**config.mk**
```make
export PLATFORM = sky130hd
export DESIGN_NAME = yuv422_unpack
export DESIGN_NICKNAME = d
export VERILOG_FILES = /design/src/rtl/yuv422_unpack.sv
export SDC_FILE = /design/constraint.sdc
export NUM_CORES = 1
export LEC_CHECK = 0
export BUFFER_PORTS_ARGS = -buffer_cell sky130_fd_sc_hd__buf_2
export CORE_UTILIZATION = 53
export DETAILED_ROUTE_END_ITERATION = 8
export GPL_TIMING_DRIVEN = 1
export PLACE_DENSITY = 0.86
export SYNTH_ARGS = -nofsm -noshare
export SYNTH_HDL_FRONTEND = slang
export SYNTH_SLANG_ARGS = --single-unit
```
**constraint.sdc**
```tcl
create_clock -name clk -period 5.5 [get_ports clk]
set_input_delay 1.375 -clock clk [delete_from_list [all_inputs] [get_ports clk]]
set_output_delay 1.375 -clock clk [all_outputs]
set_load 0.01 [all_outputs]
```
**src/rtl/yuv422_unpack.sv**
```systemverilog
module yuv422_unpack #(
  parameter int LW_W = 16
) (
  input  logic            clk,
  input  logic            rst_n,
  input  logic [31:0]     ctrl,
  input  logic [LW_W-1:0] line_bits,
  input  logic [31:0]     in_data,
  input  logic            in_valid,
  output logic            in_ready,
  output logic [7:0]      out_y,
  output logic [7:0]      out_u,
  output logic [7:0]      out_v,
  output logic            out_valid,
  input  logic            out_ready,
  output logic            out_eol
);
  localparam int          WORD_BITS = 32;
  localparam logic [2:0]  FMT_P422  = 3'd3;

  logic            full, phase, last;
  logic [31:0]     word;
  logic [1:0]      seq;
  logic [LW_W-1:0] cnt;
  logic [LW_W:0]   sum;
  logic            active, take, step, drain;
  logic [7:0]      y0, y1, u, v;

  assign active   = ctrl[0] && (ctrl[14:12] == FMT_P422);
  assign step     = out_valid && out_ready;
  assign drain    = step && phase;
  assign in_ready = !full || drain;
  assign take     = in_valid && in_ready;
  assign sum      = {1'b0, cnt} + (LW_W+1)'(WORD_BITS);

  always_ff @(posedge clk or negedge rst_n) begin
    if (!rst_n) begin
      full  <= 1'b0;
      phase <= 1'b0;
      last  <= 1'b0;
      word  <= '0;
      seq   <= '0;
      cnt   <= '0;
    end else begin
      if (step) begin
        if (phase) full <= 1'b0;
        phase <= ~phase;
      end
      if (take && active) begin
        full  <= 1'b1;
        phase <= 1'b0;
        word  <= in_data;
        seq   <= ctrl[9:8];
        if (sum >= {1'b0, line_bits}) begin
          last <= 1'b1;
          cnt  <= '0;
        end else begin
          last <= 1'b0;
          cnt  <= sum[LW_W-1:0];
        end
      end
    end
  end

  always_comb begin
    case (seq)
      2'd0:    begin y0 = word[7:0];   y1 = word[23:16]; u = word[31:24]; v = word[15:8];  end
      2'd1:    begin y0 = word[15:8];  y1 = word[31:24]; u = word[23:16]; v = word[7:0];   end
      2'd2:    begin y0 = word[7:0];   y1 = word[23:16]; u = word[15:8];  v = word[31:24]; end
      default: begin y0 = word[15:8];  y1 = word[31:24]; u = word[7:0];   v = word[23:16]; end
    endcase
  end

  assign out_valid = full;
  assign out_y     = phase ? y1 : y0;
  assign out_u     = u;
  assign out_v     = v;
  assign out_eol   = full && phase && last;

  AST_STALL_HOLD: assert property (@(posedge clk) disable iff (!rst_n)
    (out_valid && !out_ready) |=> (out_valid && $stable(out_y) && $stable(out_u) && $stable(out_v) && $stable(out_eol)))
    else $error("stall hold");
  AST_NO_EARLY_TAKE: assert property (@(posedge clk) disable iff (!rst_n)
    (out_valid && !(out_ready && phase)) |-> !in_ready)
    else $error("early take");
  AST_QUIET_WHEN_OFF: assert property (@(posedge clk) disable iff (!rst_n)
    (!out_valid && !(in_valid && active)) |=> !out_valid)
    else $error("output while off");
  AST_EOL_SECOND: assert property (@(posedge clk) disable iff (!rst_n)
    out_eol |-> (out_valid && phase))
    else $error("eol on first pixel");
  AST_TWO_BEATS: assert property (@(posedge clk) disable iff (!rst_n)
    (out_valid && out_ready && !phase) |=> (out_valid && phase))
    else $error("second pixel missing");
endmodule

```
==> metrics.txt, run 1 <==
# TYPE chip_impl_metric gauge
chip_impl_info{name="result_of_the_run",value="complete, no violations"} 1
chip_impl_info{name="slowest_stage",value="dfrtp_1"} 1
chip_impl_metric{name="setup.reg_to_reg.worst_slack",unit="ns"} 2.65
chip_impl_metric{name="share_of_yosys_cell_area_claimed_by_the_top_area_cell_type",unit=""} 0.419
chip_impl_metric{name="worst-path-max-fanout",unit=""} 25
chip_impl_info{name="most_frequent_standard_cell_in_the_layout_excluding_fill_and_tap_cells",value="buf_2"} 1
chip_impl_metric{name="cellPowerDensity",unit="nW/um^2"} 391
chip_impl_metric{name="hold_buffers",unit=""} 0
chip_impl_metric{name="via_count",unit=""} 2021
chip_impl_metric{name="syn_nets",unit=""} 312
chip_impl_info{name="worst_setup_path_startpoint",value="seq[0]$_DFFE_PN0P_"} 1
chip_impl_info{name="postSynth.topFlopCell",value="dfrtp_1"} 1
chip_impl_metric{name="totalNegativeSetupSlack",unit="ns"} 0
chip_impl_metric{name="timing.max_cap.violations",unit=""} 0
chip_impl_metric{name="cellLeakagePower",unit="nW"} 1.67
chip_impl_info{name="cts_tree",value="built"} 1
chip_impl_metric{name="total_wirelength_of_the_detailed_routed_design",unit="mm"} 5.16
chip_impl_metric{name="last_weighted_congestion_value_of_the_routability_driven_placer",unit=""} 0.826
chip_impl_metric{name="clkSlewWorstSetupHoldPaths",unit="ns"} 0.08
chip_impl_metric{name="grt-ovfl-total",unit=""} 0
chip_impl_metric{name="clock_insertion_delay_worst_skew",unit="ns"} 0.29
chip_impl_metric{name="p_int",unit="mW"} 0.889
chip_impl_metric{name="max-vdd-ir-drop",unit="V"} 0.000169
chip_impl_info{name="holdCritPathClass",value="reg -> reg"} 1
chip_impl_metric{name="route.antenna.remaining_nets",unit=""} 0
chip_impl_info{name="post_synth_main_area_contributors",value="dfrtp_1, mux4_2, mux2_2, ha_1, a22o_1"} 1
chip_impl_metric{name="yosysUniqueCellTypes",unit=""} 35
chip_impl_info{name="r2r_end",value="cnt[5]$_DFFE_PN0P_"} 1
chip_impl_metric{name="cts-buffers-inserted",unit=""} 5
chip_impl_metric{name="place.detailed.hpwl",unit="mm"} 3.86
chip_impl_metric{name="required",unit="ns"} 4.12
chip_impl_metric{name="start_util",unit=""} 0.557
chip_impl_metric{name="routedWlPerCell",unit="um"} 14.1
chip_impl_metric{name="switching_power",unit="mW"} 0.440
chip_impl_metric{name="route.detailed.vias_per_inst",unit=""} 5.52
chip_impl_info{name="r2r-start",value="cnt[5]$_DFFE_PN0P_"} 1
chip_impl_metric{name="cts-htree-levels",unit=""} 2
chip_impl_metric{name="fp.dieW",unit="um"} 75.5
chip_impl_metric{name="clockBufferDepth",unit=""} 2
chip_impl_metric{name="grt_start_max_net_pins",unit=""} 49
chip_impl_metric{name="power.clock.fraction",unit=""} 0.144
chip_impl_metric{name="synthesis.instances",unit=""} 216
chip_impl_metric{name="grt_pass1_vias",unit=""} 1902
chip_impl_info{name="synth_top_cell_by_area",value="dfrtp_1"} 1
chip_impl_metric{name="finalHoldViolations",unit=""} 0
chip_impl_metric{name="floorplan.rows",unit=""} 26
chip_impl_metric{name="final-max-slew-violation-count",unit=""} 0
chip_impl_metric{name="r2r_cells",unit=""} 11
chip_impl_metric{name="grt_first_pass_wirelength",unit="mm"} 8.20
chip_impl_metric{name="placeableCoreArea",unit="sq um"} 5140
chip_impl_info{name="hold_path.startpoint",value="last$_DFFE_PN0P_"} 1
chip_impl_metric{name="total_power",unit="mW"} 1.33
chip_impl_metric{name="final_layout_net_count",unit=""} 392
chip_impl_metric{name="critical-path-max-stage-delay",unit="ns"} 1.10
chip_impl_metric{name="die_h",unit="um"} 75.5
chip_impl_metric{name="grt_use_total",unit=""} 0.193
chip_impl_metric{name="num_io_pins",unit=""} 111
chip_impl_metric{name="combPwrFrac",unit=""} 0.416
chip_impl_metric{name="postSynth.asyncResetShare",unit=""} 1.00
chip_impl_metric{name="drt_first_iter_violations",unit=""} 111
chip_impl_metric{name="layout_min_cycle_time",unit="ns"} 3.55
chip_impl_metric{name="yosys_warnings",unit=""} 0
chip_impl_metric{name="achievable-frequency",unit="MHz"} 282
chip_impl_metric{name="finalSetupViolCount",unit=""} 0
chip_impl_metric{name="synth_enable_flop_cells",unit=""} 0
chip_impl_metric{name="drt_pre_antenna_iters",unit=""} 4
chip_impl_metric{name="synth-seq-area-share",unit=""} 0.419
chip_impl_info{name="unrepaired_setup_endpoints_after_global_routing",value="false"} 1
chip_impl_metric{name="relSlewSlack",unit=""} 0.248
chip_impl_metric{name="preCtsSetupSlack",unit="ns"} 2.22
chip_impl_metric{name="power.share.sequential",unit=""} 0.440
chip_impl_info{name="final_cell_mix",value="buf_2, dfrtp_1, mux2_2, mux4_2, inv_1"} 1
chip_impl_info{name="ctsRootBufferMaster",value="clkbuf_8"} 1
chip_impl_info{name="cell_breakdown_of_the_critical_path",value="mux4_2 -> buf_2"} 1
chip_impl_metric{name="placement.io_buffers",unit=""} 84
chip_impl_metric{name="setup_slack_after_layout",unit="ns"} 1.95
chip_impl_metric{name="synth.ff_latch_count",unit=""} 48
chip_impl_metric{name="final_min_period_over_clock_period",unit=""} 0.645
chip_impl_metric{name="syn_area_per_cell",unit="sq um"} 13.3
chip_impl_metric{name="layout-drive-gt1-share",unit=""} 0.534
chip_impl_metric{name="synth_area",unit="sq um"} 2860
chip_impl_metric{name="cts_resized",unit=""} 0
chip_impl_metric{name="cts_sinks",unit=""} 48
chip_impl_metric{name="design.die.area",unit="sq um"} 5700
chip_impl_metric{name="post-cts-setup-buffer-count",unit=""} 0
chip_impl_metric{name="post_detailed_route_drc_marker_count",unit=""} 0
chip_impl_metric{name="timing_worst_slew_pin_value",unit="ns"} 1.13
chip_impl_metric{name="worst_hold_stages",unit=""} 2
chip_impl_metric{name="syn_to_final_growth",unit="%"} 18.7
chip_impl_info{name="timing.setup.critical_path_class",value="reg -> out"} 1
chip_impl_metric{name="cp.arrival",unit="ns"} 2.17
chip_impl_info{name="cp-end-kind",value="output pin"} 1
chip_impl_info{name="crit_path_start_kind",value="flop"} 1
chip_impl_info{name="hold-path-endpoint",value="last$_DFFE_PN0P_"} 1
chip_impl_metric{name="antenna_found_initial",unit=""} 0
chip_impl_metric{name="antenna_cells_inserted",unit=""} 0
chip_impl_metric{name="clock_skew",unit="ns"} 0.00392
chip_impl_metric{name="p_sw_frac",unit=""} 0.331
[metal layers]
metal,GRT usage,share of wire,up-vias
met3,0.0423,0.057,5
met4,0.0597,0.0099,0
met2,0.349,0.51,64
met1,0.229,0.43,989
met5,0,0,-
li1,-,-,963
[layout make-up]
class	count	area [sq um]
clock buffers	6	72.6
clock inverters	1	5.00
multi-input cells	142	1550
inverters	14	52.6
well taps	70	87.6
fillers	397	1740
repair buffers	85	428
flip-flops and latches	48	1200
[cell families (layout without fill, tap and decap cells)]
logic type | after synthesis | count (layout) | share of synthesized area
XOR/XNOR | 7 | 7 | 0.0214
buffers and inverters | 26 | 106 | 0.0402
AO/OA/AOI/OAI | 23 | 23 | 0.0607
multiplexers | 60 | 60 | 0.331
flip-flops | 48 | 48 | 0.419
AND/OR/NAND/NOR | 40 | 40 | 0.0747
adder cells (fa/ha/maj) | 12 | 12 | 0.0524
[critical path, delay by kind of cell, from the launching register on]
kind	cells	cell delay [ns]
mux	1	0.62
buf+inv	1	0.15
flops	1	1.10
[synthesized netlist by cell type, types with 5 or more instances]
cell type and n:
and3_1 5, a22o_1 8, nand2_1 13, ha_1 12
mux2_2 34, mux4_2 24, dfrtp_1 48, nand3_1 6
buf_2 8, inv_1 14, xnor2_1 7, a21oi_1 5
[worst max path at each step]
stage	depth (start not counted)	to	slack, ns
after CTS	2	out_u[5]	1.89
after global placement	2	out_u[5]	2.26
after detailed placement	2	out_u[5]	2.22
after global routing	2	out_v[0]	1.77
after floorplan	1	in_ready	2.53
final	2	out_u[5]	1.95
[state kept, by name, summed over array words and instances, names as in the netlist]
signal	count
word	32
cnt	11
seq	2
last	1
out_valid	1
phase	1
[power by group through the flow]
stage	logic, mW	registers [mW]	clock network, mW
CTS	0.560	0.588	0.199
global placement	0.545	0.585	0
detailed placement	0.559	0.595	0
floorplan	0.451	0.511	0
global route	0.613	0.609	0.211
finish	0.552	0.585	0.192
[metrics by stage]
stage           util  area, sq um  hold WS, ns  std cells
3_5_place_dp   0.646         3320        0.512        359
2_1_floorplan      -         2860        0.483        216
6_report       0.661         3400        0.524        366
3_3_place_gp   0.646         3320        0.510        359
5_1_grt        0.661         3400        0.573        366
4_1_cts        0.661         3400        0.524        366
(Power assumes the default switching activity.)
==> run 2, diff against run 1 <==
- CORE_UTILIZATION: 53 -> 49
- PLACE_DENSITY: 0.86 -> 0.8
- clock period: 5.5 -> 3.7 ns (I/O delays scaled with it)
==> metrics.txt, run 2 (synthesis gave the netlist of run 1 again) <==
# TYPE chip_impl_metric gauge
chip_impl_metric{name="timing.max_cap.violations",unit=""} 0
chip_impl_metric{name="floorplan.rows",unit=""} 27
chip_impl_metric{name="largest_register_ffs",unit=""} 32
chip_impl_metric{name="required",unit="ns"} 3.94
chip_impl_metric{name="totalNegativeSetupSlack",unit="ns"} 0
chip_impl_metric{name="placeableCoreArea",unit="sq um"} 5570
chip_impl_metric{name="cell_count_post_placement",unit=""} 363
chip_impl_metric{name="drt_first_iter_violations",unit=""} 79
chip_impl_metric{name="placement.io_buffers",unit=""} 84
chip_impl_metric{name="drt_pre_antenna_iters",unit=""} 4
chip_impl_metric{name="clkSlewWorstSetupHoldPaths",unit="ns"} 0.09
chip_impl_info{name="slowest_stage",value="and3_1"} 1
chip_impl_metric{name="achievable-frequency",unit="MHz"} 349
chip_impl_metric{name="via_count",unit=""} 2027
chip_impl_metric{name="last_weighted_congestion_value_of_the_routability_driven_placer",unit=""} 0.798
chip_impl_info{name="path_delay_family",value="simple AND/OR/NAND/NOR gates"} 1
chip_impl_info{name="result_of_the_run",value="complete, no violations"} 1
chip_impl_metric{name="final_layout_net_count",unit=""} 394
chip_impl_metric{name="syn_to_final_growth",unit="%"} 21.0
chip_impl_metric{name="total_wirelength_of_the_detailed_routed_design",unit="mm"} 5.53
chip_impl_metric{name="post_detailed_route_drc_marker_count",unit=""} 0
chip_impl_metric{name="cts-htree-levels",unit=""} 2
chip_impl_info{name="crit_path_start_kind",value="flop"} 1
chip_impl_metric{name="layout-drive-gt1-share",unit=""} 0.542
chip_impl_metric{name="grt-ovfl-total",unit=""} 0
chip_impl_metric{name="die_h",unit="um"} 78.5
chip_impl_metric{name="critical-path-max-stage-delay",unit="ns"} 0.46
chip_impl_info{name="timing.setup.critical_path_class",value="reg -> reg"} 1
chip_impl_metric{name="cts-buffers-inserted",unit=""} 5
chip_impl_metric{name="final-max-slew-violation-count",unit=""} 0
chip_impl_info{name="cell_breakdown_of_the_critical_path",value="and3_1 -> and3_1 -> nand2_1 -> xnor2_1 -> ha_1 -> a21o_1 -> a21o_2 -> a311oi_2 -> and3_1 -> mux2_4"} 1
chip_impl_info{name="ctsRootBufferMaster",value="clkbuf_8"} 1
chip_impl_metric{name="max-vdd-ir-drop",unit="V"} 0.000360
chip_impl_metric{name="layout_min_cycle_time",unit="ns"} 2.86
chip_impl_metric{name="non_filler_instance_count_after_layout",unit=""} 371
chip_impl_metric{name="route.antenna.remaining_nets",unit=""} 0
chip_impl_metric{name="cts_resized",unit=""} 0
chip_impl_metric{name="start_util",unit=""} 0.514
chip_impl_metric{name="cts_sinks",unit=""} 48
chip_impl_metric{name="clock_skew",unit="ns"} 0.00570
chip_impl_metric{name="grt_pass1_vias",unit=""} 1969
chip_impl_info{name="cts_tree",value="built"} 1
chip_impl_metric{name="hold_buffers",unit=""} 0
chip_impl_metric{name="relSlewSlack",unit=""} 0.299
chip_impl_metric{name="fp.dieW",unit="um"} 78.5
chip_impl_metric{name="antenna_cells_inserted",unit=""} 0
chip_impl_info{name="final_cell_mix",value="buf_2, dfrtp_1, mux2_2, mux4_2, inv_1"} 1
chip_impl_info{name="most_frequent_standard_cell_in_the_layout_excluding_fill_and_tap_cells",value="buf_2"} 1
chip_impl_metric{name="grt_start_max_net_pins",unit=""} 49
chip_impl_info{name="unrepaired_setup_endpoints_after_global_routing",value="false"} 1
chip_impl_info{name="top_register",value="word"} 1
chip_impl_metric{name="preCtsSetupSlack",unit="ns"} 0.847
chip_impl_metric{name="cp.arrival",unit="ns"} 3.11
chip_impl_metric{name="grt_use_total",unit=""} 0.189
chip_impl_metric{name="clock_insertion_delay_worst_skew",unit="ns"} 0.30
chip_impl_metric{name="finalSetupViolCount",unit=""} 0
chip_impl_metric{name="cellLeakagePower",unit="nW"} 1.71
chip_impl_metric{name="routedWlPerCell",unit="um"} 14.9
chip_impl_metric{name="num_io_pins",unit=""} 111
chip_impl_metric{name="total_power",unit="mW"} 2.12
chip_impl_info{name="critPathMostFrequentCell",value="and3_1"} 1
chip_impl_metric{name="timing_worst_slew_pin_value",unit="ns"} 1.05
chip_impl_metric{name="grt_first_pass_wirelength",unit="mm"} 8.99
chip_impl_metric{name="final_min_period_over_clock_period",unit=""} 0.773
chip_impl_metric{name="worst-path-max-fanout",unit=""} 10
chip_impl_metric{name="design.die.area",unit="sq um"} 6150
chip_impl_metric{name="setup_slack_after_layout",unit="ns"} 0.838
chip_impl_info{name="holdCritPathClass",value="reg -> reg"} 1
chip_impl_metric{name="post-cts-setup-buffer-count",unit=""} 0
chip_impl_info{name="largestRegisters",value="word (32), cnt (11), seq (2)"} 1
chip_impl_metric{name="route.detailed.vias_per_inst",unit=""} 5.46
chip_impl_info{name="cp-end-kind",value="flop"} 1
chip_impl_metric{name="finalHoldViolations",unit=""} 0
chip_impl_metric{name="cp_num_buf_inv",unit=""} 0
chip_impl_metric{name="clockBufferDepth",unit=""} 2
chip_impl_metric{name="antenna_found_initial",unit=""} 0
chip_impl_metric{name="cellPowerDensity",unit="nW/um^2"} 611
chip_impl_metric{name="place.detailed.hpwl",unit="mm"} 4.08
-- run 2: cell count changes in the layout (fill, tap and decap cells not counted), sizes merged --
cell,delta
clkbuf,+1
bufinv,+1
clkinv,-1
buf,+2
-- run 2: final cells by class --
class	instances	area [sq um]
clock buffers	7	96.3
clock inverters	1	30.0
fillers	448	2110
inverters	14	52.6
multi-input cells	142	1550
flip-flops and latches	48	1200
well taps	72	90.1
repair buffers	87	443
-- run 2: worst register-to-register path: stages, from the launching register on --
cell and delay [ns]:
dfrtp_1 0.41, and3_1 0.19, and3_1 0.25, nand2_1 0.09, xnor2_1 0.22, ha_1 0.29
a21o_1 0.16, a21o_2 0.21, a311oi_2 0.31, and3_1 0.46, mux2_4 0.22
-- run 2: report_power, final --
part / internal, mW / total (mW) / switching, mW
clock: 0.238 / 0.408 / 0.169
sequential: 0.665 / 0.832 / 0.168
combinational: 0.537 / 0.878 / 0.341
total: 1.44 / 2.12 / 0.678
-- run 2: routing by layer --
| layer | global-route usage | routed length [um] | share of wire | vias to the layer above |
|---|---|---|---|---|
| met5 | 0 | 0 | 0 | - |
| met4 | 0.0556 | 60 | 0.011 | 0 |
| met3 | 0.0442 | 325 | 0.059 | 7 |
| met2 | 0.331 | 2730 | 0.49 | 65 |
| met1 | 0.231 | 2410 | 0.44 | 986 |
| li1 | - | - | - | 969 |
-- run 2: worst paths after layout --
kind,startpoint,end,slack (ns),cells past startpoint
setup / recovery,cnt[9]$_DFFE_PN0P_,cnt[5]$_DFFE_PN0P_,0.84,10
hold / removal,last$_DFFE_PN0P_,last$_DFFE_PN0P_,0.52,2
setup reg to reg,cnt[9]$_DFFE_PN0P_,cnt[5]$_DFFE_PN0P_,0.84,10
hold reg to reg,last$_DFFE_PN0P_,last$_DFFE_PN0P_,0.52,2
max in group asynchronous,rst_n,word[12]$_DFFE_PN0P_,2.25,1
min in group asynchronous,rst_n,word[11]$_DFFE_PN0P_,0.81,1
-- run 2: metrics by stage --
| stage | cell area, sq um | hold WS (ns) | utilization |
|---|---|---|---|
| floorplan | 2860 | 0.483 | - |
| global placement | 3340 | 0.512 | 0.599 |
| detailed placement | 3340 | 0.510 | 0.599 |
| CTS | 3470 | 0.524 | 0.622 |
| global route | 3470 | 0.562 | 0.622 |
| finish | 3470 | 0.518 | 0.622 |
==> run 3, diff against run 2 <==
- clock period: 3.7 -> 2.7 ns (I/O delays scaled with it)
==> metrics.txt, run 3 (synthesis gave the netlist of run 1 again) <==
# TYPE chip_impl_metric gauge
chip_impl_metric{name="start_util",unit=""} 0.514
chip_impl_info{name="holdCritPathClass",value="in -> async"} 1
chip_impl_info{name="crit_path_start_kind",value="flop"} 1
chip_impl_info{name="cp-end-kind",value="flop"} 1
chip_impl_metric{name="syn_to_final_growth",unit="%"} 27.9
chip_impl_metric{name="grt_use_total",unit=""} 0.210
chip_impl_metric{name="via_count",unit=""} 2135
chip_impl_metric{name="cts_sinks",unit=""} 48
chip_impl_info{name="cell_breakdown_of_the_critical_path",value="and3_4 -> and3_4 -> nand2_2 -> xnor2_2 -> ha_1 -> a21o_1 -> a21o_2 -> a311oi_4 -> and3_4 -> buf_6 -> a22o_1"} 1
chip_impl_info{name="slowest_stage",value="dfrtp_2"} 1
chip_impl_metric{name="route.detailed.vias_per_inst",unit=""} 5.55
chip_impl_info{name="most_frequent_standard_cell_in_the_layout_excluding_fill_and_tap_cells",value="buf_2"} 1
chip_impl_metric{name="max-vdd-ir-drop",unit="V"} 0.000449
chip_impl_metric{name="layout_min_cycle_time",unit="ns"} 2.61
chip_impl_info{name="top_register",value="word"} 1
chip_impl_metric{name="worst-path-max-fanout",unit=""} 6
chip_impl_metric{name="post_detailed_route_drc_marker_count",unit=""} 0
chip_impl_metric{name="totalNegativeSetupSlack",unit="ns"} 0
chip_impl_info{name="result_of_the_run",value="complete, no violations"} 1
chip_impl_metric{name="finalSetupViolCount",unit=""} 0
chip_impl_metric{name="utilization",unit=""} 0.657
chip_impl_metric{name="finalHoldViolations",unit=""} 0
chip_impl_metric{name="grt_first_pass_wirelength",unit="mm"} 9.92
chip_impl_metric{name="cell_count_post_placement",unit=""} 374
chip_impl_metric{name="achievable-frequency",unit="MHz"} 383
chip_impl_metric{name="last_weighted_congestion_value_of_the_routability_driven_placer",unit=""} 0.798
chip_impl_info{name="largestRegisters",value="word (32), cnt (11), seq (2)"} 1
chip_impl_metric{name="layout-drive-gt1-share",unit=""} 0.610
chip_impl_metric{name="clock_skew",unit="ns"} 0.00821
chip_impl_metric{name="placeableCoreArea",unit="sq um"} 5570
chip_impl_metric{name="drt_first_iter_violations",unit=""} 100
chip_impl_metric{name="critical-path-max-stage-delay",unit="ns"} 0.43
chip_impl_info{name="ctsRootBufferMaster",value="clkbuf_8"} 1
chip_impl_info{name="critPathMostFrequentCell",value="and3_4"} 1
chip_impl_metric{name="place.detailed.hpwl",unit="mm"} 4.53
chip_impl_metric{name="largest_register_ffs",unit=""} 32
chip_impl_metric{name="final_layout_net_count",unit=""} 410
chip_impl_metric{name="clock_insertion_delay_worst_skew",unit="ns"} 0.30
chip_impl_metric{name="relSlewSlack",unit=""} 0.665
chip_impl_metric{name="cellPowerDensity",unit="nW/um^2"} 797
chip_impl_metric{name="placed_cell_area",unit="sq um"} 3420
chip_impl_metric{name="drt_pre_antenna_iters",unit=""} 4
chip_impl_metric{name="cellLeakagePower",unit="nW"} 1.79
chip_impl_metric{name="holdWs",unit="ns"} 0.247
chip_impl_metric{name="cts-htree-levels",unit=""} 2
chip_impl_metric{name="grt_start_max_net_pins",unit=""} 37
chip_impl_metric{name="num_io_pins",unit=""} 111
chip_impl_metric{name="required",unit="ns"} 2.95
chip_impl_metric{name="timing_worst_slew_pin_value",unit="ns"} 0.503
chip_impl_metric{name="cp.arrival",unit="ns"} 2.86
chip_impl_info{name="cts_tree",value="built"} 1
chip_impl_metric{name="hold_buffers",unit=""} 0
chip_impl_metric{name="cts-buffers-inserted",unit=""} 5
chip_impl_info{name="timing.setup.critical_path_class",value="reg -> reg"} 1
chip_impl_metric{name="fp.dieW",unit="um"} 78.5
chip_impl_metric{name="total_wirelength_of_the_detailed_routed_design",unit="mm"} 6.11
chip_impl_info{name="final_cell_mix",value="buf_2, dfrtp_1, mux2_2, mux4_2, buf_4"} 1
chip_impl_metric{name="fin_area",unit="sq um"} 3660
chip_impl_metric{name="antenna_found_initial",unit=""} 0
chip_impl_metric{name="clockBufferDepth",unit=""} 2
chip_impl_metric{name="placement.io_buffers",unit=""} 84
chip_impl_metric{name="grt-ovfl-total",unit=""} 0
chip_impl_metric{name="timing.max_cap.violations",unit=""} 0
chip_impl_info{name="path_delay_family",value="compound AO/OA/AOI/OAI gates"} 1
chip_impl_metric{name="design.die.area",unit="sq um"} 6150
chip_impl_metric{name="routedWlPerCell",unit="um"} 15.9
chip_impl_metric{name="antenna_cells_inserted",unit=""} 0
chip_impl_metric{name="floorplan.rows",unit=""} 27
chip_impl_metric{name="grt_pass1_vias",unit=""} 2154
chip_impl_metric{name="route.antenna.remaining_nets",unit=""} 0
chip_impl_metric{name="cp_num_buf_inv",unit=""} 1
chip_impl_metric{name="final-max-slew-violation-count",unit=""} 0
chip_impl_metric{name="non_filler_instance_count_after_layout",unit=""} 385
chip_impl_metric{name="final_min_period_over_clock_period",unit=""} 0.967
chip_impl_metric{name="die_h",unit="um"} 78.5
chip_impl_metric{name="clkSlewWorstSetupHoldPaths",unit="ns"} 0.09
run 3: timing repair:
action	4_1_cts	5_1_grt
gates resized for setup	0	22
setup buffers	0	5
endpoints found under the setup margin	0	12
run 3: power by group:
group	total [mW]	switching (mW)	internal, mW
registers	1.13	0.220	0.914
logic	1.29	0.511	0.776
clock network	0.496	0.230	0.266
total	2.92	0.962	1.96
run 3: through the flow:
step / setup slack [ns] / power, mW
after global routing: -0.00419 / 3.10
after CTS: 0.00347 / 2.91
after global placement: 0.0390 / 2.35
after detailed placement: 0.0400 / 2.41
after floorplan: 0.352 / 1.96
final: 0.0892 / 2.92
run 3: layout make-up:
class | instances | area (sq um)
inverters | 14 | 52.6
clock inverters | 1 | 30.0
clock buffers | 5 | 68.8
fillers | 428 | 1910
flip-flops and latches | 48 | 1200
well taps | 72 | 90.1
multi-input cells | 142 | 1650
repair buffers | 103 | 571
run 3: worst paths after layout:
check                                        start                    to  slack [ns]  cells after the start
worst max-delay path            cnt[5]$_DFFE_PN0P_   cnt[11]$_DFFE_PN0P_        0.09                     11
min in group clk                  last$_DFFE_PN0P_      last$_DFFE_PN0P_        0.52                      2
worst min-delay path                         rst_n  word[29]$_DFFE_PN0P_        0.25                      1
worst min register to register    last$_DFFE_PN0P_      last$_DFFE_PN0P_        0.52                      2
worst max register to register  cnt[5]$_DFFE_PN0P_   cnt[11]$_DFFE_PN0P_        0.09                     11
max in group asynchronous                    rst_n  word[19]$_DFFE_PN0P_        1.70                      2
run 3: metal layers:
metal	share of wire	wire length, um	track usage
met1	0.44	2670	0.275
met2	0.51	3090	0.351
met3	0.046	280	0.0407
met4	0.011	69	0.0685
met5	0	0	0
